`config.mk`:
```
export PLATFORM = sky130hd
export DESIGN_NAME = snoop_wb_cache
export DESIGN_NICKNAME = d
export VERILOG_FILES = /design/src/rtl/snoop_cache_pkg.sv /design/src/rtl/cache_tag_store.sv /design/src/rtl/cache_data_store.sv /design/src/rtl/snoop_wb_cache.sv
export SDC_FILE = /design/constraint.sdc
export NUM_CORES = 2
export LEC_CHECK = 0
export BUFFER_PORTS_ARGS = -buffer_cell sky130_fd_sc_hd__buf_2
export CAP_MARGIN = 25
export CORE_MARGIN = 2
export CORE_UTILIZATION = 37
export DETAILED_ROUTE_END_ITERATION = 6
export GPL_ROUTABILITY_DRIVEN = 1
export SLEW_MARGIN = 15
export SYNTH_ARGS = -nofsm -noshare
export SYNTH_HDL_FRONTEND = slang
export SYNTH_SLANG_ARGS = --single-unit
```
`constraint.sdc`:
```
create_clock -name clk_i -period 9.1 [get_ports clk_i]
set_clock_uncertainty 0.1 [all_clocks]
set_input_delay 1.365 -clock clk_i [delete_from_list [all_inputs] [get_ports clk_i]]
set_output_delay 1.365 -clock clk_i [all_outputs]
set_load 0.05 [all_outputs]
```
`src/rtl/snoop_cache_pkg.sv`:
```
package snoop_cache_pkg;
  typedef enum logic [1:0] {
    ST_IDLE,
    ST_WB,
    ST_FILL,
    ST_DMA
  } cache_st_e;
endpackage

```
`src/rtl/cache_tag_store.sv`:
```
module cache_tag_store #(
  parameter int LINES = 16,
  parameter int TAG_W = 6,
  localparam int IDX_W = $clog2(LINES)
) (
  input  logic             clk_i,
  input  logic             rst_ni,
  input  logic [IDX_W-1:0] lk_idx_i,
  input  logic [TAG_W-1:0] lk_tag_i,
  output logic             lk_hit_o,
  output logic             lk_dirty_o,
  output logic [TAG_W-1:0] lk_tag_o,
  input  logic             upd_en_i,
  input  logic [IDX_W-1:0] upd_idx_i,
  input  logic             upd_valid_i,
  input  logic             upd_dirty_i,
  input  logic [TAG_W-1:0] upd_tag_i
);
  logic [LINES-1:0] valid_q, dirty_q;
  logic [TAG_W-1:0] tag_q [LINES];

  assign lk_tag_o   = tag_q[lk_idx_i];
  assign lk_hit_o   = valid_q[lk_idx_i] && (tag_q[lk_idx_i] == lk_tag_i);
  // victim dirty, independent of tag match
  assign lk_dirty_o = valid_q[lk_idx_i] && dirty_q[lk_idx_i];

  always_ff @(posedge clk_i or negedge rst_ni) begin
    if (!rst_ni) begin
      valid_q <= '0;
      dirty_q <= '0;
      for (int i = 0; i < LINES; i++) tag_q[i] <= '0;
    end else if (upd_en_i) begin
      valid_q[upd_idx_i] <= upd_valid_i;
      dirty_q[upd_idx_i] <= upd_valid_i && upd_dirty_i;
      tag_q[upd_idx_i]   <= upd_tag_i;
    end
  end

  for (genvar g = 0; g < LINES; g++) begin : g_line_chk
    a_r4_dirty_needs_valid: assert property (@(posedge clk_i) disable iff (!rst_ni)
      dirty_q[g] |-> valid_q[g]);
  end
endmodule

```
`src/rtl/cache_data_store.sv`:
```
module cache_data_store #(
  parameter int DEPTH  = 64,
  parameter int DATA_W = 32,
  localparam int SLOT_W = $clog2(DEPTH)
) (
  input  logic              clk_i,
  input  logic [SLOT_W-1:0] rd_slot_i,
  output logic [DATA_W-1:0] rd_data_o,
  input  logic              wr_en_i,
  input  logic [SLOT_W-1:0] wr_slot_i,
  input  logic [DATA_W-1:0] wr_data_i
);
  logic [DATA_W-1:0] mem_q [DEPTH];

  assign rd_data_o = mem_q[rd_slot_i];

  always_ff @(posedge clk_i) begin
    if (wr_en_i) mem_q[wr_slot_i] <= wr_data_i;
  end
endmodule

```
`src/rtl/snoop_wb_cache.sv`:
```
module snoop_wb_cache
  import snoop_cache_pkg::*;
#(
  parameter int ADDR_W = 12,
  parameter int DATA_W = 32,
  parameter int LINES  = 16,
  parameter int WORDS  = 4
) (
  input  logic              clk_i,
  input  logic              rst_ni,
  input  logic              cpu_req_i,
  input  logic              cpu_we_i,
  input  logic [ADDR_W-1:0] cpu_addr_i,
  input  logic [DATA_W-1:0] cpu_wdata_i,
  output logic              cpu_ready_o,
  output logic [DATA_W-1:0] cpu_rdata_o,
  input  logic              dma_req_i,
  input  logic              dma_we_i,
  input  logic [ADDR_W-1:0] dma_addr_i,
  input  logic [DATA_W-1:0] dma_wdata_i,
  output logic              dma_ready_o,
  output logic [DATA_W-1:0] dma_rdata_o,
  input  logic              mnt_req_i,
  input  logic [1:0]        mnt_op_i,
  input  logic [ADDR_W-1:0] mnt_addr_i,
  output logic              mnt_done_o,
  output logic              mem_req_o,
  output logic              mem_we_o,
  output logic [ADDR_W-1:0] mem_addr_o,
  output logic [DATA_W-1:0] mem_wdata_o,
  input  logic              mem_ready_i,
  input  logic [DATA_W-1:0] mem_rdata_i
);
  localparam int OFF_W  = $clog2(WORDS);
  localparam int IDX_W  = $clog2(LINES);
  localparam int TAG_W  = ADDR_W - OFF_W - IDX_W;
  localparam int LINE_W = ADDR_W - OFF_W;
  localparam int SLOT_W = IDX_W + OFF_W;
  localparam logic [OFF_W-1:0] LAST_OFF = OFF_W'(WORDS - 1);

  cache_st_e         st_q;
  logic [OFF_W-1:0]  word_q;
  logic [LINE_W-1:0] wb_line_q, fill_line_q;
  logic              wb_mnt_q, mnt_inv_q, dma_we_q;
  logic [ADDR_W-1:0] dma_addr_q;
  logic [DATA_W-1:0] dma_wdata_q;

  logic              idle, g_dma, g_mnt, g_cpu;
  logic [ADDR_W-1:0] sel_addr;
  logic [IDX_W-1:0]  sel_idx;
  logic [TAG_W-1:0]  sel_tag;
  logic [OFF_W-1:0]  sel_off;
  logic              lk_hit, lk_dirty;
  logic [TAG_W-1:0]  lk_tag;
  logic [SLOT_W-1:0] rd_slot;
  logic [DATA_W-1:0] rd_data;
  logic              cpu_hit, dma_hit, mnt_wb_go, wb_last, fill_last;
  logic              dw_en;
  logic [SLOT_W-1:0] dw_slot;
  logic [DATA_W-1:0] dw_data;
  logic              tu_en, tu_valid, tu_dirty;
  logic [IDX_W-1:0]  tu_idx;
  logic [TAG_W-1:0]  tu_tag;

  // snoop first, then maintenance, then CPU
  assign idle     = (st_q == ST_IDLE);
  assign g_dma    = dma_req_i;
  assign g_mnt    = !dma_req_i && mnt_req_i;
  assign g_cpu    = !dma_req_i && !mnt_req_i && cpu_req_i;
  assign sel_addr = g_dma ? dma_addr_i : (g_mnt ? mnt_addr_i : cpu_addr_i);
  assign sel_off  = sel_addr[OFF_W-1:0];
  assign sel_idx  = sel_addr[OFF_W +: IDX_W];
  assign sel_tag  = sel_addr[ADDR_W-1 -: TAG_W];
  assign rd_slot  = idle ? {sel_idx, sel_off} : {wb_line_q[IDX_W-1:0], word_q};

  assign cpu_hit   = idle && g_cpu && lk_hit;
  assign dma_hit   = idle && g_dma && lk_hit;
  assign mnt_wb_go = idle && g_mnt && mnt_op_i[0] && lk_hit && lk_dirty;
  assign wb_last   = (st_q == ST_WB) && mem_ready_i && (word_q == LAST_OFF);
  assign fill_last = (st_q == ST_FILL) && mem_ready_i && (word_q == LAST_OFF);

  cache_tag_store #(.LINES(LINES), .TAG_W(TAG_W)) u_tags (
    .clk_i, .rst_ni,
    .lk_idx_i(sel_idx), .lk_tag_i(sel_tag),
    .lk_hit_o(lk_hit), .lk_dirty_o(lk_dirty), .lk_tag_o(lk_tag),
    .upd_en_i(tu_en), .upd_idx_i(tu_idx), .upd_valid_i(tu_valid),
    .upd_dirty_i(tu_dirty), .upd_tag_i(tu_tag)
  );

  cache_data_store #(.DEPTH(LINES * WORDS), .DATA_W(DATA_W)) u_data (
    .clk_i,
    .rd_slot_i(rd_slot), .rd_data_o(rd_data),
    .wr_en_i(dw_en), .wr_slot_i(dw_slot), .wr_data_i(dw_data)
  );

  assign cpu_ready_o = cpu_hit;
  assign cpu_rdata_o = rd_data;
  assign dma_ready_o = (dma_hit && !dma_we_i) || ((st_q == ST_DMA) && mem_ready_i);
  assign dma_rdata_o = (st_q == ST_DMA) ? mem_rdata_i : rd_data;
  assign mnt_done_o  = (idle && g_mnt && !mnt_wb_go) || (wb_last && wb_mnt_q);
  assign mem_req_o   = !idle;
  assign mem_we_o    = (st_q == ST_WB) || ((st_q == ST_DMA) && dma_we_q);
  assign mem_wdata_o = (st_q == ST_DMA) ? dma_wdata_q : rd_data;

  always_comb begin
    unique case (st_q)
      ST_WB:   mem_addr_o = {wb_line_q, word_q};
      ST_FILL: mem_addr_o = {fill_line_q, word_q};
      default: mem_addr_o = dma_addr_q;
    endcase
  end

  always_comb begin
    dw_en   = 1'b0;
    dw_slot = {sel_idx, sel_off};
    dw_data = cpu_wdata_i;
    if (cpu_hit && cpu_we_i) begin
      dw_en = 1'b1;
    end else if (dma_hit && dma_we_i) begin
      dw_en   = 1'b1;
      dw_data = dma_wdata_i;
    end else if ((st_q == ST_FILL) && mem_ready_i) begin
      dw_en   = 1'b1;
      dw_slot = {fill_line_q[IDX_W-1:0], word_q};
      dw_data = mem_rdata_i;
    end
  end

  always_comb begin
    tu_en    = 1'b0;
    tu_idx   = sel_idx;
    tu_tag   = lk_tag;
    tu_valid = 1'b1;
    tu_dirty = 1'b0;
    if (cpu_hit && cpu_we_i) begin
      tu_en    = 1'b1;
      tu_dirty = 1'b1;
    end else if (idle && g_mnt && mnt_op_i[1] && lk_hit && !mnt_wb_go) begin
      tu_en    = 1'b1;
      tu_valid = 1'b0;
    end else if (wb_last && wb_mnt_q) begin
      tu_en    = 1'b1;
      tu_idx   = wb_line_q[IDX_W-1:0];
      tu_tag   = wb_line_q[LINE_W-1:IDX_W];
      tu_valid = !mnt_inv_q;
    end else if (fill_last) begin
      tu_en  = 1'b1;
      tu_idx = fill_line_q[IDX_W-1:0];
      tu_tag = fill_line_q[LINE_W-1:IDX_W];
    end
  end

  always_ff @(posedge clk_i or negedge rst_ni) begin
    if (!rst_ni) begin
      st_q        <= ST_IDLE;
      word_q      <= '0;
      wb_line_q   <= '0;
      fill_line_q <= '0;
      wb_mnt_q    <= 1'b0;
      mnt_inv_q   <= 1'b0;
      dma_we_q    <= 1'b0;
      dma_addr_q  <= '0;
      dma_wdata_q <= '0;
    end else begin
      unique case (st_q)
        ST_IDLE: begin
          if (g_dma) begin
            dma_addr_q  <= dma_addr_i;
            dma_we_q    <= dma_we_i;
            dma_wdata_q <= dma_wdata_i;
            if (dma_we_i || !lk_hit) st_q <= ST_DMA;
          end else if (mnt_wb_go) begin
            wb_line_q <= {sel_tag, sel_idx};
            wb_mnt_q  <= 1'b1;
            mnt_inv_q <= mnt_op_i[1];
            word_q    <= '0;
            st_q      <= ST_WB;
          end else if (g_cpu && !lk_hit) begin
            fill_line_q <= {sel_tag, sel_idx};
            word_q      <= '0;
            if (lk_dirty) begin
              wb_line_q <= {lk_tag, sel_idx};
              wb_mnt_q  <= 1'b0;
              st_q      <= ST_WB;
            end else begin
              st_q <= ST_FILL;
            end
          end
        end
        ST_WB: if (mem_ready_i) begin
          word_q <= word_q + OFF_W'(1);
          if (word_q == LAST_OFF) begin
            word_q <= '0;
            st_q   <= wb_mnt_q ? ST_IDLE : ST_FILL;
          end
        end
        ST_FILL: if (mem_ready_i) begin
          word_q <= word_q + OFF_W'(1);
          if (word_q == LAST_OFF) begin
            word_q <= '0;
            st_q   <= ST_IDLE;
          end
        end
        default: if (mem_ready_i) st_q <= ST_IDLE;
      endcase
    end
  end

  a_r5_snoop_before_cpu: assert property (@(posedge clk_i) disable iff (!rst_ni)
    (idle && dma_req_i && cpu_req_i) |-> !cpu_ready_o);
  a_r6_read_hit_no_mem: assert property (@(posedge clk_i) disable iff (!rst_ni)
    (idle && dma_req_i && !dma_we_i && dma_ready_o) |=> !mem_req_o);
  a_r7_write_through: assert property (@(posedge clk_i) disable iff (!rst_ni)
    (idle && dma_req_i && dma_we_i) |=>
      (mem_req_o && mem_we_o && mem_addr_o == $past(dma_addr_i)));
  a_r12_quick_done_quiet: assert property (@(posedge clk_i) disable iff (!rst_ni)
    (idle && mnt_req_i && !dma_req_i && mnt_done_o) |=> !mem_req_o);
  a_r13_mem_hold: assert property (@(posedge clk_i) disable iff (!rst_ni)
    (mem_req_o && !mem_ready_i) |=>
      (mem_req_o && $stable(mem_addr_o) && $stable(mem_we_o) && $stable(mem_wdata_o)));
endmodule

```
==> Yosys cells after proc, flatten, opt, wreduce, memory -nomap -nowiden <==
Memory sizes are Yosys's and may differ from the RTL's.
Cells that the tools add are included.
{ "word_totals": {"register_bits": 199, "latchBits": 0, "ramBits": 2048, "rom_bits": 0, "inputBits": 142, "out_inout_bits": 113, "elab_cells": 178, "n_memories": 1} }
{ "op_classes": {"add_sub_neg": 1, "mul": 0, "div": 0, "order_cmp": 6, "eq_ne": 14, "n_shift": 0, "n_mux": 71, "bitwise_logic": 4, "reduce_logical": 54} }
{ "mem_list": {"columns": ["memory", "depth", "width", "rd", "rd_clocked_by_memory_dff", "wr", "line", "text"], "rows": [
  ["u_data.mem_q", 64, 32, 1, 0, 1, "cache_data_store.sv:13", "logic [DATA_W-1:0] mem_q [DEPTH];"]
]} }
{ "op_table": {"columns": ["cell", "count"], "rows": [
  ["32-bit two-way mux", 5],
  ["96-bit bitwise mux", 1],
  ["6-bit two-way mux", 11],
  ["16-bit bitwise mux", 2],
  ["2-bit two-way mux", 16],
  ["1-bit logical AND", 31],
  ["10-bit two-way mux", 3],
  ["6-bit binary-select mux with 4-bit select", 1],
  ["6-bit demux with 4-bit select", 1],
  ["12-bit two-way mux", 2],
  ["12-bit one-hot mux with 2 select lines", 1],
  ["1-bit two-way mux", 19],
  ["4-bit two-way mux", 4],
  ["4-bit AND reduction", 3],
  ["5-bit >= comparator, second input constant", 2],
  ["4-bit by 5-bit less-than comparator with 1-bit output, second input constant", 2],
  ["4-bit inverter with 5-bit output", 2],
  ["1-bit binary-select mux with 4-bit select", 2],
  ["2-bit nonzero test", 4],
  ["1-bit zero test", 7],
  ["7-bit AND reduction", 1],
  ["2-bit equality test, second input constant", 3],
  ["6-bit equality test", 1],
  ["2-bit by 1-bit inequality test with 1-bit output, second input constant", 3],
  ["other kinds (17)", 23]
]} }

==> Longest topological paths before layout <==
{ "depth": {"word_depth": 22, "mapped_depth": 18, "mapped_depth_nobuf": 11} }

==> By module <==
Synthesis repeated with hierarchy kept, for this count alone.
{ "hier_totals": {"cells_unflattened": 4304, "hier_area_um2": 89099.2} }
{ "modules_own_cells": {"columns": ["module", "instances", "cells_each", "area_each_um2", "seq_area_each_um2"], "rows": [
  ["cache_data_store", 1, 3292, 77874.7, 61499.0],
  ["cache_tag_store", 1, 403, 6042.0, 3203.1],
  ["snoop_wb_cache", 1, 609, 5182.5, 1776.7]
]} }

==> Least setup slack after synthesis <==
OpenSTA, ideal clock, no wires.
{ "synth_path": {"path_type": "input to register", "start": "input dma_req_i", "end": "memory u_data.mem_q[32][0], enable pin", "setup_time_ps": 472, "arrival_time_ps": 6538, "required_ps": 8528, "setup_slack_ps": 1990, "cell_stages": 14, "n_path_buf": 4, "cell_sequence": "buf_2 nor2b_1 buf_2 a21oi_2 buf_6 mux2_2 mux4_2 xnor2_1 nand2_1 o211a_1 nand4_1 clkbuf_1 nand4_1 o32ai_1"} }
{ "synth_between": {"elab_chain_cells": 16, "elab_cells_between_ends": 27, "classes_between": "eq/ne (1); mux (14); bitwise (1); reduce/logical (11)"} }
{ "synth_lines": {"columns": ["item", "line", "text"], "rows": [
  ["from (decl)", "snoop_wb_cache.sv:17", "input logic dma_req_i,"],
  ["1-bit zero test", "snoop_wb_cache.sv:68, snoop_wb_cache.sv:69", null],
  ["1-bit logical AND", "snoop_wb_cache.sv:68", "assign g_mnt = !dma_req_i && mnt_req_i;"],
  ["12-bit two-way mux (2 in series)", "snoop_wb_cache.sv:70", "assign sel_addr = g_dma ? dma_addr_i : (g_mnt ? mnt_addr_i : cpu_addr_i);"],
  ["4-bit inverter with 5-bit output (implied by the code)", "cache_tag_store.sv:23", "assign lk_hit_o = valid_q[lk_idx_i] && (tag_q[lk_idx_i] == lk_tag_i);"],
  ["6-bit binary-select mux with 4-bit select", "cache_tag_store.sv:23", null],
  ["6-bit two-way mux (implied by the code) (2 in series)", "cache_tag_store.sv:23", null],
  ["6-bit equality test", "cache_tag_store.sv:23", null],
  ["1-bit logical AND", "cache_tag_store.sv:23", null],
  ["1-bit logical AND", "snoop_wb_cache.sv:77", "assign dma_hit = idle && g_dma && lk_hit;"],
  ["1-bit logical AND", "snoop_wb_cache.sv:119", "end else if (dma_hit && dma_we_i) begin"],
  ["1-bit two-way mux", "snoop_wb_cache.sv:119", null],
  ["1-bit two-way mux", "snoop_wb_cache.sv:117", "if (cpu_hit && cpu_we_i) begin"],
  ["1-bit two-way mux", "cache_data_store.sv:18", "if (wr_en_i) mem_q[wr_slot_i] <= wr_data_i;"],
  ["1-bit two-way mux (implied by the code)", "cache_data_store.sv:18", null],
  ["to (decl)", "cache_data_store.sv:13", null]
]} }
Several ways; a longest one is shown, not always the timed one. The select of a mux whose other input is x is not followed.

==> Worst setup path in the final report <==
{ "layout_path": {"start": "input mnt_req_i", "end": "output dma_rdata_o[4]"} }
{ "layout_between": {"elab_chain_cells": 6} }
{ "layout_lines": {"columns": ["item", "line", "text"], "rows": [
  ["from (decl)", "snoop_wb_cache.sv:23", "input logic mnt_req_i,"],
  ["1-bit logical AND", "snoop_wb_cache.sv:68", null],
  ["12-bit two-way mux (2 in series)", "snoop_wb_cache.sv:70", null],
  ["6-bit two-way mux", "snoop_wb_cache.sv:74", "assign rd_slot = idle ? {sel_idx, sel_off} : {wb_line_q[IDX_W-1:0], word_q};"],
  ["memory 64 x 32 bit", null, null],
  ["32-bit two-way mux", "snoop_wb_cache.sv:99", "assign dma_rdata_o = (st_q == ST_DMA) ? mem_rdata_i : rd_data;"],
  ["to (decl)", "snoop_wb_cache.sv:22", "output logic [DATA_W-1:0] dma_rdata_o,"]
]} }
Every way passes these cells.

==> impl_metrics.json <==
{
  "die_width_um": 500,
  "layout-drive-gt1-share_pct": 30.3,
  "max_cap_viol_count": 0,
  "worstMarginPinSlew_ns": 1.19,
  "root_buffer": "clkbuf_16",
  "critPathMaxFanout": 17,
  "worstSkewPairLatency_ns": 0.86,
  "cts_hold_buf": 0,
  "synthTopCellsByCount": "2048 x edfxtp_1, 731 x nand2_1, 514 x mux4_2",
  "yosysWarnings": 0,
  "drt-pass1-iter-count": 6,
  "io_buffer_count": 254,
  "grt_pass1_vias": 50500,
  "cp.arrival_ns": 6.84,
  "synth_cells": 5017,
  "cts_made_buffers": 221,
  "layout_min_cycle_time_ns": 8.30,
  "nNetsFinal": 5565,
  "yosysTopAreaCell": "edfxtp_1",
  "num_vias": 50600,
  "core_area_mm2": 0.245,
  "rsz0062_at_grt": "false",
  "hold_class": "flip-flop to flip-flop",
  "p_total_mw": 33.3,
  "grt_max_degree": 104,
  "overflow": 0,
  "hold_viol_final": 0,
  "ys_seq_elements": 2247,
  "cp.required_ns": 7.64,
  "clock-sinks": 2247,
  "wl_per_cell_um": 28.8,
  "clockBufferDepth": 3,
  "via_per_inst": 5.73,
  "synth_top_area_share_pct": 67.5,
  "track_usage_pct": 20.0,
  "h-tree-depth": 4,
  "peakVddDrop_uv": 355,
  "die_area_mm2": 0.250,
  "cp-start-kind": "primary input",
  "finalSetupViolCount": 0,
  "row_count": 182,
  "synth_nets": 5164,
  "cts_tree": "done",
  "p_per_area_mw_per_mm2": 315,
  "outcome": "completed",
  "synth.most_common_cell": "edfxtp_1",
  "synth_ff_type": "edfxtp_1",
  "initial_core_util_pct": 37.1,
  "fin_crit_sh_pct": 91.3,
  "timing.final.max_slew_violations": 0,
  "grt_pass1_wl_mm": 365,
  "async_flop_share_pct": 8.86,
  "ant_nets": 0,
  "yosysUniqueCellTypes": 77,
  "synthTopCellsByArea": "edfxtp_1 67%, mux4_2 13%, dfrtp_1 5.5%, nand2_1 3.0%, mux2_2 2.5%",
  "first_iter_violations": 5356,
  "dpl.hpwl_mm": 148,
  "place_congestion": 0.842,
  "path_class": "primary input to output pin",
  "avgSynthCellArea_um2": 18.2,
  "cts_setup_buffers": 0,
  "slew_headroom_pct": 20.2,
  "clkTransAtPathRegs_ns": 0.06,
  "synth_area_mm2": 0.0911,
  "io_pins": 255,
  "drcViolationCount": 0,
  "max_freq_ghz": 0.120,
  "totalWireLength_mm": 255,
  "tns_ns": 0,
  "leakagePower_nw": 35.7,
  "antenna_found_initial": 6,
  "cts_resized": 0,
  "areaGrowthSynthToFinish_pct": 15.8,
  "ys_seq_area_share_pct": 72.9,
  "synth_edf_count": 2048,
  "cp-end-kind": "output pin",
  "die_y_um": 500
}
## cells by family after synthesis
kind of cell | synth area share (%)
DFF | 72.9
and+or+nand+nor | 5.74
buffers and inverters | 1.64
AOI/OAI and AO/OA | 3.93
muxes | 15.6
adders and majority gates | 0.0686
xor gates and xnor gates | 0.0481
## layout by cell type, fill, tap and decap left out, types with 33 or more instances in the layout
cell type / Yosys / layout
nor2_1: 116 / 54
a311oi_1: 101 / 101
edfxtp_1: 2048 / 2048
o21ai_0: 35 / 33
mux2_2: 199 / 197
buf_4: 20 / 199
nor2_4: 0 / 62
nand3_1: 156 / 156
and3_1: 94 / 94
a31oi_1: 45 / 43
nand2_1: 731 / 730
dfrtp_1: 199 / 199
clkbuf_16: 0 / 222
clkinv_2: 0 / 51
clkinv_1: 0 / 56
mux4_2: 514 / 514
a21oi_1: 66 / 66
a22o_1: 52 / 52
clkbuf_1: 184 / 33
buf_12: 0 / 38
nand2b_1: 35 / 35
buf_2: 84 / 255
## routing by layer
metal	GRT usage [%]	vias to the layer above	share of wire, %
met1	27.4	27200	41
met5	0	-	0.0094
li1	-	20900	-
met2	32.6	2182	48
met3	3.20	348	7.5
met4	6.68	4	3.1
## registers in the layout (all words and copies together), names as in the netlist
name	flops
fill_line_q	10
dma_we_q	1
wb_line_q	10
mnt_inv_q	1
u_tags.tag_q	96
u_tags.dirty_q	16
dma_addr_q	12
u_data.mem_q	2048
u_tags.valid_q	16
word_q	2
dma_wdata_q	32
wb_mnt_q	1
st_q	2
## path summary, 6_finish.rpt
check,cells past startpoint,from,end,slack (ns)
max,15,mnt_req_i,dma_rdata_o[4],0.80
min,2,dma_we_q$_DFFE_PN0P_,dma_we_q$_DFFE_PN0P_,0.38
max reg2reg,12,u_tags.tag_q[24]$_DFFE_PN0P_,u_data.mem_q[10][9]$_DFFE_PP_,3.87
min reg2reg,2,dma_we_q$_DFFE_PN0P_,dma_we_q$_DFFE_PN0P_,0.38
max in group asynchronous,2,rst_ni,u_tags.tag_q[71]$_DFFE_PN0P_,7.07
min in group asynchronous,1,rst_ni,u_tags.tag_q[6]$_DFFE_PN0P_,0.44
## stage by stage
stage / hold slack, ns / util, % / instances / cell area (um^2) / setup slack [ns]
floorplan: 0.347 / - / 5017 / 91100 / 1.99
global placement: 0.362 / 39.9 / 8401 / 98000 / 0.655
detailed placement: 0.373 / 40.0 / 8409 / 98100 / 0.801
CTS: 0.389 / 42.9 / 8828 / 105000 / 0.785
global route: 0.417 / 43.0 / 8845 / 106000 / 0.638
finish: 0.382 / 43.0 / 8845 / 106000 / 0.796
## worst max-delay path: stages
cell and delay, ns:
buf_2 0.40, mux2i_1 0.20, o21ai_1 0.70, mux2i_4 0.19
buf_4 0.27, buf_4 0.29, mux4_2 0.41, nand2_1 0.06
and3_1 0.21, a311oi_1 0.63, a311oi_1 0.19, a21oi_1 0.72
nand2b_1 0.15, nand2_1 0.61, buf_2 0.39
## power by group
group,switching (mW),internal [mW]
clock,4.01,5.13
combinational,7.78,4.07
sequential,0.192,12.1
## area by class of cell
| class | instances | area (um^2) |
|---|---|---|
| Fill cell | 21300 | 140000 |
| Sequential cell | 2247 | 66500 |
| Multi-Input combinational cell | 2431 | 24000 |
| Clock buffer | 259 | 5730 |
| Tap cell | 3220 | 4030 |
| Timing Repair Buffer | 496 | 3630 |
| Clock inverter | 160 | 1560 |
| Inverter | 21 | 78.8 |
| Antenna cell | 11 | 27.5 |
(Power assumes the default switching activity.)
